`src/rtl/hs_seq_pkg.sv`:
```
package hs_seq_pkg;
  typedef enum logic [2:0] {
    ST_OFF   = 3'd0,
    ST_INIT  = 3'd1,
    ST_ON    = 3'd2,
    ST_FAULT = 3'd3,
    ST_COOL  = 3'd4,
    ST_LATCH = 3'd5
  } seq_state_e;

  typedef enum logic [2:0] {
    TC_HOLD,
    TC_CLEAR,
    TC_TOP,
    TC_INIT_UP,
    TC_FAULT_UP,
    TC_COOL_DN,
    TC_DRAIN
  } tmr_cmd_e;
endpackage

```
`src/rtl/hs_en_filter.sv`:
```
module hs_en_filter #(
  parameter int FILT_CYC = 4,
  parameter bit ACT_HIGH = 1'b1
) (
  input  logic clk_i,
  input  logic rst_ni,
  input  logic pin_i,
  output logic en_o
);
  localparam int CW = $clog2(FILT_CYC + 1);
  localparam logic [CW-1:0] CNT_LAST = CW'(FILT_CYC - 1);

  logic          raw;
  logic [CW-1:0] cnt_q;
  logic          en_q;

  generate
    if (ACT_HIGH) begin : g_hi
      assign raw = pin_i;
    end else begin : g_lo
      assign raw = ~pin_i;
    end
  endgenerate

  always_ff @(posedge clk_i or negedge rst_ni) begin
    if (!rst_ni) begin
      cnt_q <= '0;
      en_q  <= 1'b0;
    end else if (raw == en_q) begin
      cnt_q <= '0;
    end else if (cnt_q == CNT_LAST) begin
      cnt_q <= '0;
      en_q  <= raw;
    end else begin
      cnt_q <= cnt_q + 1'b1;
    end
  end

  assign en_o = en_q;
endmodule

```
`src/rtl/hs_ramp_timer.sv`:
```
module hs_ramp_timer
  import hs_seq_pkg::*;
#(
  parameter int TIMER_W    = 12,
  parameter int TH_HI      = 1300,
  parameter int TH_LO      = 200,
  parameter int STEP_INIT  = 5,
  parameter int STEP_FAULT = 60,
  parameter int STEP_COOL  = 3,
  parameter int STEP_DN    = 100
) (
  input  logic               clk_i,
  input  logic               rst_ni,
  input  tmr_cmd_e           cmd_i,
  output logic [TIMER_W-1:0] val_o,
  output logic               init_done_o,
  output logic               fault_done_o,
  output logic               cool_done_o
);
  localparam int SW = TIMER_W + 1;
  localparam logic [SW-1:0] HI_X    = SW'(TH_HI);
  localparam logic [SW-1:0] LO_X    = SW'(TH_LO);
  localparam logic [SW-1:0] INIT_X  = SW'(STEP_INIT);
  localparam logic [SW-1:0] FAULT_X = SW'(STEP_FAULT);
  localparam logic [SW-1:0] COOL_X  = SW'(STEP_COOL);
  localparam logic [SW-1:0] DN_X    = SW'(STEP_DN);

  logic [TIMER_W-1:0] val_q, val_d;
  logic [SW-1:0]      ext, up_init, up_fault;

  assign ext      = {1'b0, val_q};
  assign up_init  = ext + INIT_X;
  assign up_fault = ext + FAULT_X;

  assign init_done_o  = (up_init >= HI_X);
  assign fault_done_o = (up_fault >= HI_X);
  assign cool_done_o  = (ext <= LO_X + COOL_X);

  always_comb begin
    val_d = val_q;
    unique case (cmd_i)
      TC_CLEAR:    val_d = '0;
      TC_TOP:      val_d = TIMER_W'(TH_HI);
      TC_INIT_UP:  val_d = init_done_o  ? TIMER_W'(TH_HI) : up_init[TIMER_W-1:0];
      TC_FAULT_UP: val_d = fault_done_o ? TIMER_W'(TH_HI) : up_fault[TIMER_W-1:0];
      TC_COOL_DN:  val_d = cool_done_o  ? TIMER_W'(TH_LO) : val_q - TIMER_W'(STEP_COOL);
      TC_DRAIN:    val_d = (ext >= DN_X) ? val_q - TIMER_W'(STEP_DN) : '0;
      default:     val_d = val_q;
    endcase
  end

  always_ff @(posedge clk_i or negedge rst_ni) begin
    if (!rst_ni) val_q <= '0;
    else         val_q <= val_d;
  end

  assign val_o = val_q;
endmodule

```
`src/rtl/hs_seq_fsm.sv`:
```
module hs_seq_fsm
  import hs_seq_pkg::*;
#(
  parameter bit AUTO_RETRY = 1'b1
) (
  input  logic       clk_i,
  input  logic       rst_ni,
  input  logic       uvlo_i,
  input  logic       en_ok_i,
  input  logic       force_off_i,
  input  logic       oc_tim_i,
  input  logic       oc_fast_i,
  input  logic       init_done_i,
  input  logic       fault_done_i,
  input  logic       cool_done_i,
  output seq_state_e state_o,
  output tmr_cmd_e   cmd_o,
  output logic       fast_pd_o
);
  seq_state_e state_q, state_d, trip_st;
  logic       pd_q, pd_d;

  generate
    if (AUTO_RETRY) begin : g_retry
      assign trip_st = ST_COOL;
    end else begin : g_latch
      assign trip_st = ST_LATCH;
    end
  endgenerate

  always_comb begin
    state_d = state_q;
    cmd_o   = TC_DRAIN;
    pd_d    = 1'b0;
    if (uvlo_i) begin
      state_d = ST_OFF;
      cmd_o   = TC_CLEAR;
    end else begin
      unique case (state_q)
        ST_OFF: begin
          if (en_ok_i && !force_off_i) begin
            state_d = ST_INIT;
            cmd_o   = TC_CLEAR;
          end
        end
        ST_INIT: begin
          if (force_off_i || !en_ok_i) begin
            state_d = ST_OFF;
          end else if (init_done_i) begin
            state_d = ST_ON;
            cmd_o   = TC_TOP;
          end else begin
            cmd_o   = TC_INIT_UP;
          end
        end
        ST_ON, ST_FAULT: begin
          if (oc_fast_i) begin
            state_d = trip_st;
            cmd_o   = TC_TOP;
            pd_d    = 1'b1;
          end else if (force_off_i || !en_ok_i) begin
            state_d = ST_OFF;
          end else if (state_q == ST_ON) begin
            if (oc_tim_i) state_d = ST_FAULT;
          end else if (!oc_tim_i) begin
            state_d = ST_ON;
          end else if (fault_done_i) begin
            state_d = trip_st;
            cmd_o   = TC_TOP;
          end else begin
            cmd_o   = TC_FAULT_UP;
          end
        end
        ST_COOL: begin
          cmd_o = TC_COOL_DN;
          if (cool_done_i) state_d = ST_OFF;
        end
        ST_LATCH: begin
          if (!en_ok_i) state_d = ST_OFF;
        end
        default: begin
          state_d = ST_OFF;
          cmd_o   = TC_CLEAR;
        end
      endcase
    end
  end

  always_ff @(posedge clk_i or negedge rst_ni) begin
    if (!rst_ni) begin
      state_q <= ST_OFF;
      pd_q    <= 1'b0;
    end else begin
      state_q <= state_d;
      pd_q    <= pd_d;
    end
  end

  assign state_o   = state_q;
  assign fast_pd_o = pd_q;
endmodule

```
`src/rtl/hs_seq_top.sv`:
```
module hs_seq_top
  import hs_seq_pkg::*;
#(
  parameter int TIMER_W     = 12,
  parameter int TH_HI       = 1300,
  parameter int TH_LO       = 200,
  parameter int STEP_INIT   = 5,
  parameter int STEP_FAULT  = 60,
  parameter int STEP_COOL   = 3,
  parameter int STEP_DN     = 100,
  parameter int FILT_CYC    = 4,
  parameter bit EN_ACT_HIGH = 1'b1,
  parameter bit AUTO_RETRY  = 1'b1
) (
  input  logic               clk_i,
  input  logic               rst_ni,
  input  logic               uvlo_i,
  input  logic               en_pin_i,
  input  logic               oc_tim_i,
  input  logic               oc_fast_i,
  input  logic               force_off_i,
  output logic               gate_en_o,
  output logic               gate_reg_o,
  output logic               fast_pd_o,
  output logic [2:0]         state_o,
  output logic [TIMER_W-1:0] timer_o
);
  logic       en_ok;
  logic       init_done, fault_done, cool_done;
  tmr_cmd_e   tcmd;
  seq_state_e st;

  hs_en_filter #(
    .FILT_CYC(FILT_CYC),
    .ACT_HIGH(EN_ACT_HIGH)
  ) u_filt (
    .clk_i (clk_i),
    .rst_ni(rst_ni),
    .pin_i (en_pin_i),
    .en_o  (en_ok)
  );

  hs_ramp_timer #(
    .TIMER_W   (TIMER_W),
    .TH_HI     (TH_HI),
    .TH_LO     (TH_LO),
    .STEP_INIT (STEP_INIT),
    .STEP_FAULT(STEP_FAULT),
    .STEP_COOL (STEP_COOL),
    .STEP_DN   (STEP_DN)
  ) u_tmr (
    .clk_i       (clk_i),
    .rst_ni      (rst_ni),
    .cmd_i       (tcmd),
    .val_o       (timer_o),
    .init_done_o (init_done),
    .fault_done_o(fault_done),
    .cool_done_o (cool_done)
  );

  hs_seq_fsm #(
    .AUTO_RETRY(AUTO_RETRY)
  ) u_fsm (
    .clk_i       (clk_i),
    .rst_ni      (rst_ni),
    .uvlo_i      (uvlo_i),
    .en_ok_i     (en_ok),
    .force_off_i (force_off_i),
    .oc_tim_i    (oc_tim_i),
    .oc_fast_i   (oc_fast_i),
    .init_done_i (init_done),
    .fault_done_i(fault_done),
    .cool_done_i (cool_done),
    .state_o     (st),
    .cmd_o       (tcmd),
    .fast_pd_o   (fast_pd_o)
  );

  assign state_o    = st;
  assign gate_en_o  = (st == ST_ON) || (st == ST_FAULT);
  assign gate_reg_o = (st == ST_FAULT);
endmodule

```
`config.mk`:
```
export PLATFORM = sky130hd
export DESIGN_NAME = hs_seq_top
export DESIGN_NICKNAME = d
export VERILOG_FILES = /design/src/rtl/hs_seq_pkg.sv /design/src/rtl/hs_en_filter.sv /design/src/rtl/hs_ramp_timer.sv /design/src/rtl/hs_seq_fsm.sv /design/src/rtl/hs_seq_top.sv
export SDC_FILE = /design/constraint.sdc
export NUM_CORES = 1
export LEC_CHECK = 0
export BUFFER_PORTS_ARGS = -buffer_cell sky130_fd_sc_hd__buf_2
export CORE_ASPECT_RATIO = 0.9
export CORE_MARGIN = 2
export CORE_UTILIZATION = 61
export CTS_BUF_LIST = sky130_fd_sc_hd__clkbuf_8
export DETAILED_ROUTE_END_ITERATION = 10
export GPL_ROUTABILITY_DRIVEN = 0
export MAX_ROUTING_LAYER = met4
export PLACE_DENSITY_LB_ADDON = 0.2
export SYNTH_ARGS = -nofsm -noshare
export SYNTH_HDL_FRONTEND = slang
export SYNTH_SLANG_ARGS = --single-unit
```
`constraint.sdc`:
```
create_clock -name clk_i -period 4.1 [get_ports clk_i]
set_input_delay 0 -clock clk_i [delete_from_list [all_inputs] [get_ports clk_i]]
set_output_delay 0 -clock clk_i [all_outputs]
set_load 0.01 [all_outputs]
```
==> impl_metrics.ini <==
[run_status]
outcome = finished clean

[critical_path]
worst_path_largest_cell_delay_ps = 690
critPathBufInv = 1
critPathTopFamily = simple AND/OR/NAND/NOR gates
crit_path_max_fanout = 13
cp-end-kind = flop
setup.worst_path.start_class = flop
crit_path_top_delay_cell = nor4_4
worstPathRequired_ps = 4290
critical_path_class = flop to flop
crit_arrival_ps = 4020
cp_cell_instances = inv_1 -> ha_1 -> or3b_4 -> or3_1 -> a31o_2 -> a211oi_4 -> a2111oi_2 -> nor4_4 -> a221oi_1 -> o211ai_2

[die]
start_util_pct = 64.78
std_cell_core_area_um2 = 3453
std_cell_rows = 20
dieWidth_um = 67.84
floorplan.die_area_um2 = 4168
chipHeight_um = 61.45
ioPinCount = 25

[timing]
setup_viol_count_final = 0
hold_viol = 0
min_period_over_period_pct = 93.26
worst_pin_slew_ps = 855.1
rsz0062_at_grt = false
slew_headroom_pct = 43.00
finClkSkew_ps = 6.994
period_minus_slack_ps = 3824
tns_ps = 0
slew_viol_final = 0
fmax_mhz = 261.5

[job]
max_cap_violations = 0

[synth]
synthTopCellsByCount = nand2_1, dfrtp_1, nor2_1
yosys.area.top_type = dfrtp_1
postSynthRegisterBits = 20
synth_fp_nets = 297
ys_seq_area_share_pct = 22.37
synthDistinctLibCells = 68
synth.cell_area_um2 = 2237
post_synth.cell_area_avg_um2 = 7.905
synthCells = 283
number_of_enable_type_register_cells_in_the_synthesized_netlist = 0
synthFlopType = dfrtp_1
yosys.area.top_type_share_pct = 22.37
synth_top_cells_by_area = dfrtp_1, xnor2_1, ha_1
synth_most_common_cell = nand2_1
yosys_warning_total = 0
postSynth.asyncResetShare_pct = 100.0

[detailed_routing]
via_count = 2343
drt-initial-drc-count = 273
post_drt_wl_per_cell_um = 17.99
drt_wl_total_um = 6045
drcViolationCount = 0
ant_nets = 0
drt-pass1-iter-count = 6
vias_per_cell = 6.973

[placed_design]
hpwl_um = 4358
port-buffer-count = 24

[power]
total_power_mw = 1.620
total_leakage_power_nw = 0.9714
vdd.ir_drop.worst_mv = 0.3942
powerDensity_nw_per_um2 = 674.8

[clock_network]
cts_resized = 0
clkTransAtPathRegs_ps = 80
cts_max_path_buffers = 2
postCtsSetupRepairBufs = 0
cts.sink_count = 20
cts_inserted_buffers = 3
ctsRootBufferMaster = clkbuf_8
hold_fix_buffers_cts = 2
cts_tree = built
htree_num_levels = 1
clk_latency_worst_skew_pair_ps = 270

[global_routing]
aggregate_global_routing_overflow = 0
antenna_found_initial = 0
number_of_global_route_vias_before_repair = 1994
grt_max_degree = 29
grt_use_total_pct = 31.79
global_route_wire_length_before_repair_um = 9777

[finish]
layout-area-overhead-vs-synth_pct = 7.326
antennaDiodeCount = 0
num-nets-final = 307
drive_above_1_share_pct = 15.41

[worst_hold_path]
hold_path_class = primary input to flop
## sequential cells by signal, summed over array words and instances, names as in the netlist
register / count
u_filt.cnt_q: 3
u_tmr.val_o: 12
u_fsm.state_o: 3
u_filt.en_o: 1
u_fsm.fast_pd_o: 1
## metrics by stage
step / utilization [%] / hold slack (ps) / instance area [um^2] / worst slack [ps] / std cells
floorplan: - / -295.6 / 2237 / 930.8 / 283
global placement: 66.88 / -26.21 / 2310 / 483.7 / 330
detailed placement: 66.88 / -28.38 / 2310 / 304.7 / 330
CTS: 69.53 / 23.50 / 2401 / 292.5 / 336
global route: 69.53 / 34.87 / 2401 / 16.34 / 336
finish: 69.53 / 30.47 / 2401 / 276.3 / 336
## path summary, 6_finish.rpt
check	cells past startpoint	to	slack, ps	start
max	10	u_tmr.val_o[7]	280	u_tmr.val_o[2]
max reg2reg	10	u_tmr.val_o[7]	280	u_tmr.val_o[2]
min reg2reg	1	u_filt.cnt_q[0]	450	u_filt.cnt_q[0]
min in group asynchronous	2	u_tmr.val_o[10]	200	rst_ni
max in group asynchronous	2	u_tmr.val_o[3]	3580	rst_ni
min	2	u_fsm.fast_pd_o	30	uvlo_i
## kinds of logic after synthesis
| kind of cell | count (synthesis) | synth area share (%) |
|---|---|---|
| AND/OR/NAND/NOR | 118 | 30.37 |
| AO/OA/AOI/OAI | 85 | 28.80 |
| buffers and inverters | 35 | 7.270 |
| flip-flops | 20 | 22.37 |
| XOR/XNOR | 15 | 5.873 |
| adder cells (fa/ha/maj) | 7 | 3.915 |
| multiplexers | 3 | 1.398 |
## power breakdown
| part | internal (mW) | leakage [nW] | switching (mW) |
|---|---|---|---|
| combinational | 0.407 | 0.673 | 0.549 |
| sequential | 0.253 | 0.263 | 0.213 |
| clock | 0.130 | 0.0357 | 0.0679 |
| total | 0.790 | 0.971 | 0.830 |
## layout make-up
class	count	area [um^2]
multi-input cells	228	1574
fillers	297	1052
flip-flops and latches	20	500.5
repair buffers	28	155.1
well taps	44	55.05
inverters	12	45.04
clock buffers	3	41.29
clock inverters	1	30.03
## routing by layer
metal	GRT usage (%)	vias up	wire length, um
li1	-	1092	-
met1	46.32	1082	2693
met4	9.429	0	153
met5	-	-	0
met3	6.399	22	696
met2	43.98	147	2502
## layout by cell type (no fill, tap or decap), types with 4 or more instances in the layout
cell      synthesis  routed
a211oi_1          7       7
a21oi_1          17      17
a221o_1           4       4
a221oi_1          4       4
a31oi_1           6       6
and3_1            6       6
buf_2             4      24
dfrtp_1          20      20
ha_1              7       7
inv_1            12      12
nand2_1          21      21
nand2b_1          5       5
nand3_1          13      13
nand4_1           4       4
nor2_1           20      20
nor3_1           10      10
nor3b_1           5       5
nor4_1            5       5
o21ai_0           7       7
o221ai_1          5       5
or3_1             6       6
xnor2_1          13      13
No activity file was read; power rests on OpenSTA's default activity.
